## src/rtl/irqp_pkg.sv

```systemverilog
package irqp_pkg;

  typedef enum logic [1:0] {
    OP_ACCEPT   = 2'd0,
    OP_SET_CPPR = 2'd1,
    OP_SET_MFRR = 2'd2,
    OP_EOI      = 2'd3
  } cmdOp_e;

  // Strobes from control to datapath; at most one command path per cycle,
  // except eoi which rides on lowerCppr.
  typedef struct packed {
    logic accept;
    logic lowerCppr;
    logic raiseCppr;
    logic setMfrr;
    logic eoi;
  } cmdStrobe_t;

endpackage

```

## src/rtl/irqp_ctrl.sv

```systemverilog
module irqp_ctrl
  import irqp_pkg::*;
#(
  parameter int PRIO_W = 8
) (
  input  logic              cmdValid,
  input  logic [1:0]        cmdOp,
  input  logic [PRIO_W-1:0] cmdPrio,
  input  logic [PRIO_W-1:0] curCppr,
  output cmdStrobe_t        strobe
);

  cmdOp_e op;

  always_comb begin
    op     = cmdOp_e'(cmdOp);
    strobe = '0;
    if (cmdValid) begin
      unique case (op)
        OP_ACCEPT:   strobe.accept = 1'b1;
        OP_SET_CPPR: begin
          strobe.lowerCppr = (cmdPrio > curCppr);
          strobe.raiseCppr = (cmdPrio < curCppr);
        end
        OP_SET_MFRR: strobe.setMfrr = 1'b1;
        OP_EOI: begin
          strobe.lowerCppr = 1'b1;
          strobe.eoi       = 1'b1;
        end
        default: strobe = '0;
      endcase
    end
  end

endmodule

```

## src/rtl/irqp_dpath.sv

```systemverilog
module irqp_dpath
  import irqp_pkg::*;
#(
  parameter int PRIO_W  = 8,
  parameter int SRC_W   = 24,
  parameter int IPI_SRC = 2
) (
  input  logic                    clk,
  input  logic                    rstN,
  input  cmdStrobe_t              strobe,
  input  logic [PRIO_W-1:0]       cmdPrio,
  input  logic [SRC_W-1:0]        cmdSrc,
  input  logic                    dlvValid,
  input  logic [SRC_W-1:0]        dlvSrc,
  input  logic [PRIO_W-1:0]       dlvPrio,
  output logic [PRIO_W-1:0]       curCppr,
  output logic                    dlvAccepted,
  output logic                    dlvRefused,
  output logic                    irqOut,
  output logic                    rejValid,
  output logic [SRC_W-1:0]        rejSrc,
  output logic                    resendReq,
  output logic                    acceptValid,
  output logic [PRIO_W+SRC_W-1:0] acceptWord,
  output logic                    eoiValid,
  output logic [SRC_W-1:0]        eoiSrc
);

  localparam int WORD_W = PRIO_W + SRC_W;
  localparam logic [SRC_W-1:0]  IPI_NUM = SRC_W'(IPI_SRC);
  localparam logic [PRIO_W-1:0] PRIO_NONE = '1;

  logic [PRIO_W-1:0] cppr, mfrr, pendPrio;
  logic [SRC_W-1:0]  xisr;
  logic              needResend;

  // state after the command stage
  logic [PRIO_W-1:0] cCppr, cMfrr, cPend;
  logic [SRC_W-1:0]  cXisr;
  logic              cNeed;
  logic [SRC_W-1:0]  rejCmd;
  logic              resendNow;
  // state after the delivery stage
  logic [PRIO_W-1:0] nPend;
  logic [SRC_W-1:0]  nXisr;
  logic              nNeed;
  logic [SRC_W-1:0]  rejDlv;
  logic              dlvOk;
  logic              cmdRejShow, dlvRejShow;

  function automatic logic reportable(input logic [SRC_W-1:0] s);
    return (s != '0) && (s != IPI_NUM);
  endfunction

  // command stage
  always_comb begin
    cCppr     = cppr;
    cMfrr     = mfrr;
    cPend     = pendPrio;
    cXisr     = xisr;
    cNeed     = needResend;
    rejCmd    = '0;
    resendNow = 1'b0;
    if (strobe.accept && (xisr != '0)) begin
      cCppr = pendPrio;
      cPend = PRIO_NONE;
      cXisr = '0;
    end
    if (strobe.lowerCppr) begin
      cCppr = cmdPrio;
      if ((mfrr < cmdPrio) && (mfrr <= pendPrio)) begin
        cPend = mfrr;
        cXisr = IPI_NUM;
      end
      resendNow = needResend;
      cNeed     = 1'b0;
    end
    if (strobe.raiseCppr) begin
      cCppr = cmdPrio;
      if (cmdPrio <= pendPrio) begin
        rejCmd = xisr;
        cXisr  = '0;
        cPend  = PRIO_NONE;
      end
    end
    if (strobe.setMfrr) begin
      cMfrr = cmdPrio;
      if ((cmdPrio < cppr) && (cmdPrio <= pendPrio)) begin
        rejCmd = xisr;
        cPend  = cmdPrio;
        cXisr  = IPI_NUM;
      end
      if (cmdPrio > mfrr) begin
        resendNow = needResend;
        cNeed     = 1'b0;
      end
    end
  end

  // delivery stage, judged on the post-command state
  always_comb begin
    nPend  = cPend;
    nXisr  = cXisr;
    nNeed  = cNeed;
    rejDlv = '0;
    dlvOk  = dlvValid && (dlvPrio < cCppr) && (dlvPrio < cMfrr) && (dlvPrio < cPend);
    if (dlvOk) begin
      rejDlv = cXisr;
      nXisr  = dlvSrc;
      nPend  = dlvPrio;
    end else if (dlvValid) begin
      nNeed = 1'b1;
    end
    cmdRejShow = reportable(rejCmd);
    dlvRejShow = reportable(rejDlv);
  end

  always_ff @(posedge clk) begin
    if (!rstN) begin
      cppr        <= '0;
      mfrr        <= PRIO_NONE;
      pendPrio    <= PRIO_NONE;
      xisr        <= '0;
      needResend  <= 1'b0;
      dlvAccepted <= 1'b0;
      dlvRefused  <= 1'b0;
      rejValid    <= 1'b0;
      rejSrc      <= '0;
      resendReq   <= 1'b0;
      acceptValid <= 1'b0;
      acceptWord  <= '0;
      eoiValid    <= 1'b0;
      eoiSrc      <= '0;
    end else begin
      cppr        <= cCppr;
      mfrr        <= cMfrr;
      pendPrio    <= nPend;
      xisr        <= nXisr;
      needResend  <= nNeed;
      dlvAccepted <= dlvOk;
      dlvRefused  <= dlvValid && !dlvOk;
      rejValid    <= cmdRejShow || dlvRejShow;
      rejSrc      <= cmdRejShow ? rejCmd : (dlvRejShow ? rejDlv : '0);
      resendReq   <= resendNow;
      acceptValid <= strobe.accept;
      if (strobe.accept) acceptWord <= WORD_W'({cppr, xisr});
      eoiValid    <= strobe.eoi && (cmdSrc != IPI_NUM);
      if (strobe.eoi) eoiSrc <= cmdSrc;
    end
  end

  assign curCppr = cppr;
  assign irqOut  = (xisr != '0) && (pendPrio < cppr);


  rej_reportable_chk: assert property (@(posedge clk) disable iff (!rstN)
    rejValid |-> ((rejSrc != '0) && (rejSrc != IPI_NUM)));


  refuse_flag_chk: assert property (@(posedge clk) disable iff (!rstN)
    dlvRefused |-> needResend);


  dlv_excl_chk: assert property (@(posedge clk) disable iff (!rstN)
    !(dlvAccepted && dlvRefused));


  eoi_not_ipi_chk: assert property (@(posedge clk) disable iff (!rstN)
    eoiValid |-> (eoiSrc != IPI_NUM));


  accept_clear_chk: assert property (@(posedge clk) disable iff (!rstN)
    (strobe.accept && (xisr != '0) && !dlvValid) |=> ((xisr == '0) && (pendPrio == PRIO_NONE)));


  mfrr_hold_chk: assert property (@(posedge clk) disable iff (!rstN)
    !strobe.setMfrr |=> (mfrr == $past(mfrr)));

endmodule

```

## src/rtl/irq_presenter.sv

```systemverilog
module irq_presenter
  import irqp_pkg::*;
#(
  parameter int PRIO_W  = 8,
  parameter int SRC_W   = 24,
  parameter int IPI_SRC = 2
) (
  input  logic                    clk,
  input  logic                    rstN,
  input  logic                    cmdValid,
  input  logic [1:0]              cmdOp,
  input  logic [PRIO_W+SRC_W-1:0] cmdData,
  input  logic                    dlvValid,
  input  logic [SRC_W-1:0]        dlvSrc,
  input  logic [PRIO_W-1:0]       dlvPrio,
  output logic                    dlvAccepted,
  output logic                    dlvRefused,
  output logic                    irqOut,
  output logic                    rejValid,
  output logic [SRC_W-1:0]        rejSrc,
  output logic                    resendReq,
  output logic                    acceptValid,
  output logic [PRIO_W+SRC_W-1:0] acceptWord,
  output logic                    eoiValid,
  output logic [SRC_W-1:0]        eoiSrc
);

  localparam int WORD_W = PRIO_W + SRC_W;

  cmdStrobe_t        strobe;
  logic [PRIO_W-1:0] cmdPrio;
  logic [SRC_W-1:0]  cmdSrc;
  logic [PRIO_W-1:0] curCppr;

  // end-of-interrupt carries priority in the top field; other commands low bits
  assign cmdPrio = (cmdOp == 2'd3) ? cmdData[WORD_W-1:SRC_W] : cmdData[PRIO_W-1:0];
  assign cmdSrc  = cmdData[SRC_W-1:0];

  irqp_ctrl #(.PRIO_W(PRIO_W)) i_ctrl (
    .cmdValid (cmdValid),
    .cmdOp    (cmdOp),
    .cmdPrio  (cmdPrio),
    .curCppr  (curCppr),
    .strobe   (strobe)
  );

  irqp_dpath #(.PRIO_W(PRIO_W), .SRC_W(SRC_W), .IPI_SRC(IPI_SRC)) i_dpath (
    .clk         (clk),
    .rstN        (rstN),
    .strobe      (strobe),
    .cmdPrio     (cmdPrio),
    .cmdSrc      (cmdSrc),
    .dlvValid    (dlvValid),
    .dlvSrc      (dlvSrc),
    .dlvPrio     (dlvPrio),
    .curCppr     (curCppr),
    .dlvAccepted (dlvAccepted),
    .dlvRefused  (dlvRefused),
    .irqOut      (irqOut),
    .rejValid    (rejValid),
    .rejSrc      (rejSrc),
    .resendReq   (resendReq),
    .acceptValid (acceptValid),
    .acceptWord  (acceptWord),
    .eoiValid    (eoiValid),
    .eoiSrc      (eoiSrc)
  );

endmodule

```

## config.mk

```make
export PLATFORM = sky130hd
export DESIGN_NAME = irq_presenter
export DESIGN_NICKNAME = d
export VERILOG_FILES = /design/src/rtl/irqp_pkg.sv /design/src/rtl/irqp_ctrl.sv /design/src/rtl/irqp_dpath.sv /design/src/rtl/irq_presenter.sv
export SDC_FILE = /design/constraint.sdc
export NUM_CORES = 1
export LEC_CHECK = 0
export ABC_AREA = 1
export BUFFER_PORTS_ARGS = -buffer_cell sky130_fd_sc_hd__buf_2
export CAP_MARGIN = 20
export CORE_ASPECT_RATIO = 0.5
export CORE_UTILIZATION = 42
export CTS_BUF_LIST = sky130_fd_sc_hd__clkbuf_4 sky130_fd_sc_hd__clkbuf_8
export CTS_CLUSTER_SIZE = 28
export DETAILED_ROUTE_END_ITERATION = 6
export PLACE_DENSITY = 0.63
export SLEW_MARGIN = 20
export SYNTH_ARGS = -nofsm -noshare
export SYNTH_HDL_FRONTEND = slang
export SYNTH_SLANG_ARGS = --single-unit
```

## constraint.sdc

```tcl
create_clock -name clk -period 6.1 [get_ports clk]
set_input_delay 1.83 -clock clk [delete_from_list [all_inputs] [get_ports clk]]
set_output_delay 1.83 -clock clk [all_outputs]
set_load 0.1 [all_outputs]
```

==> flow_metrics.tcl <==
set metrics [dict create \
    run_status "finished clean" \
    internal-power_mw 1.62 \
    syn_avg_cell_area_um2 7.14 \
    start_kind "primary input" \
    fin_tns_setup_ns 0 \
    core_area_um2 15900 \
    power_switching_mw 1.26 \
    path_clk_slew_ns 0.10 \
    max_cap_viol_count 0 \
    portBuffers 156 \
    placed_area_um2 7980 \
    ys.flop_type "dfxtp_1" \
    cts_buffers 17 \
    n_antenna_cell 0 \
    worstPathArrival_ns 6.01 \
    pwr-share-seq_pct 36.3 \
    cp_slowest_cell "mux2_2" \
    insertion_delay_ns 0.48 \
    vias 7029 \
    drive_gt1_share_pct 19.6 \
    netSwitchingFraction_pct 43.9 \
    finalNonFillerCells 1358 \
    async_flop_share_pct 0 \
    antenna_found_initial 0 \
    tritoncts "built" \
    crit_path_end_kind "register" \
    synthXorXnorAreaFrac_pct 0 \
    timing.final.ws_setup_ns 0.477 \
    place_inst 1326 \
    synth_mux_area_share_pct 0.161 \
    cts_buffer_depth 2 \
    yosysTopAreaCell "dfxtp_1" \
    gp_congestion 0.917 \
    yosys-top-cells-count "193 x nand2_1, 189 x nor2_1, 135 x dfxtp_1" \
    grt_overflow 0 \
    ys_seq_area_share_pct 38.6 \
    crit_fanout 37 \
    synth_top_family_by_area "simple AND/OR/NAND/NOR gates" \
    wire_per_inst_um 15.5 \
    grt_pass1_wl_um 33800 \
    setup_violations 0 \
    yosysWarnings 0 \
    vdd_ir_drop_max_uv 164 \
    fp-row-count 32 \
    relSlewSlack_pct 39.4 \
    synth-simple-area-share_pct 25.6 \
    ioPinCount 157 \
    synth_fa_ha_area_share_pct 10.7 \
    areaGrowthSynthToFinish_pct 19.9 \
    grt_max_degree 101 \
    max_stage_delay_ns 0.42 \
    period_needed_ns 5.62 \
    dieArea_um2 17200 \
    synth_top_area_share_pct 38.6 \
    grt_pass1_vias 6654 \
    ant_nets 0 \
    cts_sinks 135 \
    leakagePower_nw 4.23 \
    synth.distinct_cells 39 \
    hold_ws_ns 0.454 \
    viasPerCell 5.18 \
    wl_um 21100 \
    ys_ff_latch 135 \
    tightest_slew_ns 0.909 \
    fin_util_pct 53.0 \
    h-tree-depth 4 \
    combPwrFrac_pct 36.4 \
    fin_worst_skew_ns 0.0149 \
    drc 0 \
    p_per_area_nw_per_um2 343 \
    post-place-ws_ns 0.0185 \
    max_freq_mhz 178 \
    drt_iter0_markers 593 \
    hpwl_um 15400 \
    crit_top_cell "nand2_1" \
    synth_edf_count 0 \
    synthCells 981 \
    cts-root-buf "clkbuf_8" \
    final_area_um2 8400 \
    drt_pass1_iterations 7 \
    hold_class "reg -> reg" \
    start_util_pct 44.2 \
    nNetsFinal 1254 \
    path_class "in -> reg" \
    critical_path_required_ns 6.48 \
    rsz0062_at_grt "no" \
    syn_nets 1111 \
    power_mw 2.88 \
    drv_slew 0 \
    dieHeight_um 93.3 \
    post_cts_buffers 0 \
    pwr-share-clk_pct 27.2 \
    track_usage_pct 25.5 \
    synth.area.top_cells "dfxtp_1 39%, ha_1 11%, nand2_1 10%" \
    yosysMostFrequentCell "nand2_1" \
    syn-cell-area_um2 7010 \
    die_x_um 185 \
    finalHoldViolations 0 \
    fin_crit_sh_pct 92.2 \
    synth-compound-area-share_pct 17.8 \
]
==> registers in the layout, indices dropped and copies added (netlist names) <==
signal and count:
i_dpath.acceptValid 1, i_dpath.acceptWord 32, i_dpath.curCppr 8, i_dpath.dlvAccepted 1
i_dpath.dlvRefused 1, i_dpath.eoiSrc 24, i_dpath.eoiValid 1, i_dpath.mfrr 8
i_dpath.needResend 1, i_dpath.pendPrio 8, i_dpath.rejSrc 24, i_dpath.rejValid 1
i_dpath.resendReq 1, i_dpath.xisr 24
==> placed cells by master (no fill, tap or decap), types with 2 or more instances in the layout <==
cell type  netlist  layout
nand2_1        193     193
nor2_1         189     189
buf_2            6     156
dfxtp_1        135     135
o21ai_0        113     113
inv_1           62      62
a21oi_1         61      61
ha_1            60      60
nand3_1         26      26
o211ai_1        23      23
clkbuf_8         0      17
buf_4            1      16
nor3_1          10      10
o21ai_1          9       9
o22ai_1          7       7
nand4_1          6       6
nor4_1           6       6
inv_6            0       6
inv_2            5       5
inv_8            0       5
a21o_1           4       4
nand2_2          3       3
nor3_4           2       2
a21boi_0         2       2
clkinv_8         0       2
buf_12           0       2
==> final cells by class <==
| cell class | count | area, um2 |
|---|---|---|
| multi-input combinational | 728 | 3810 |
| tap | 221 | 277 |
| inverter | 68 | 255 |
| clock inverter | 15 | 179 |
| clock buffer | 17 | 234 |
| timing repair buffer | 174 | 941 |
| sequential | 135 | 2700 |
| fill | 1612 | 7450 |
==> kinds of logic after synthesis <==
group	after synthesis
AO/OA/AOI/OAI	226
adder cells (fa/ha/maj)	60
buffers and inverters	118
flip-flops	135
multiplexers	1
AND/OR/NAND/NOR	441
==> power by group through the flow <==
stage / logic, mW / clock network [mW] / registers (mW)
final: 1.05 / 0.784 / 1.05
after global routing: 1.17 / 0.840 / 1.06
after CTS: 1.05 / 0.802 / 1.04
after detailed placement: 1.04 / 0 / 1.06
after global placement: 1.03 / 0 / 1.06
after floorplan: 0.566 / 0 / 1.28
==> path summary, 6_finish.rpt <==
check                                         start            endpoint  slack, ns  cells after the start
worst max-delay path                       cmdOp[0]  i_dpath.needResend       0.48                     29
worst min-delay path             i_dpath.needResend   i_dpath.resendReq       0.45                      2
worst max register to register  i_dpath.pendPrio[7]  i_dpath.needResend       1.79                     23
worst min register to register   i_dpath.needResend   i_dpath.resendReq       0.45                      2
==> worst max-delay path: cells and delay by family <==
kind / cells / cell delay (ns)
simple gates: 16 / 1.49
fa+ha+maj: 2 / 0.63
mux: 1 / 0.42
buf+inv: 3 / 0.47
compound gates: 7 / 1.14
==> repair_timing <==
item / in CTS / in global routing
endpoints found under the setup margin: 0 / 1
hold endpoints to repair: 0 / 0
resized for setup: 0 / 1
hold buffers: 0 / 0
==> layer usage <==
layer	part of all wire, %	wire (um)	track usage, %
met1	46	9700	34.0
met2	44	9300	41.3
met3	8.3	1750	5.80
met4	1.5	315	7.58
met5	0	0	0
(Power assumes the default switching activity.)
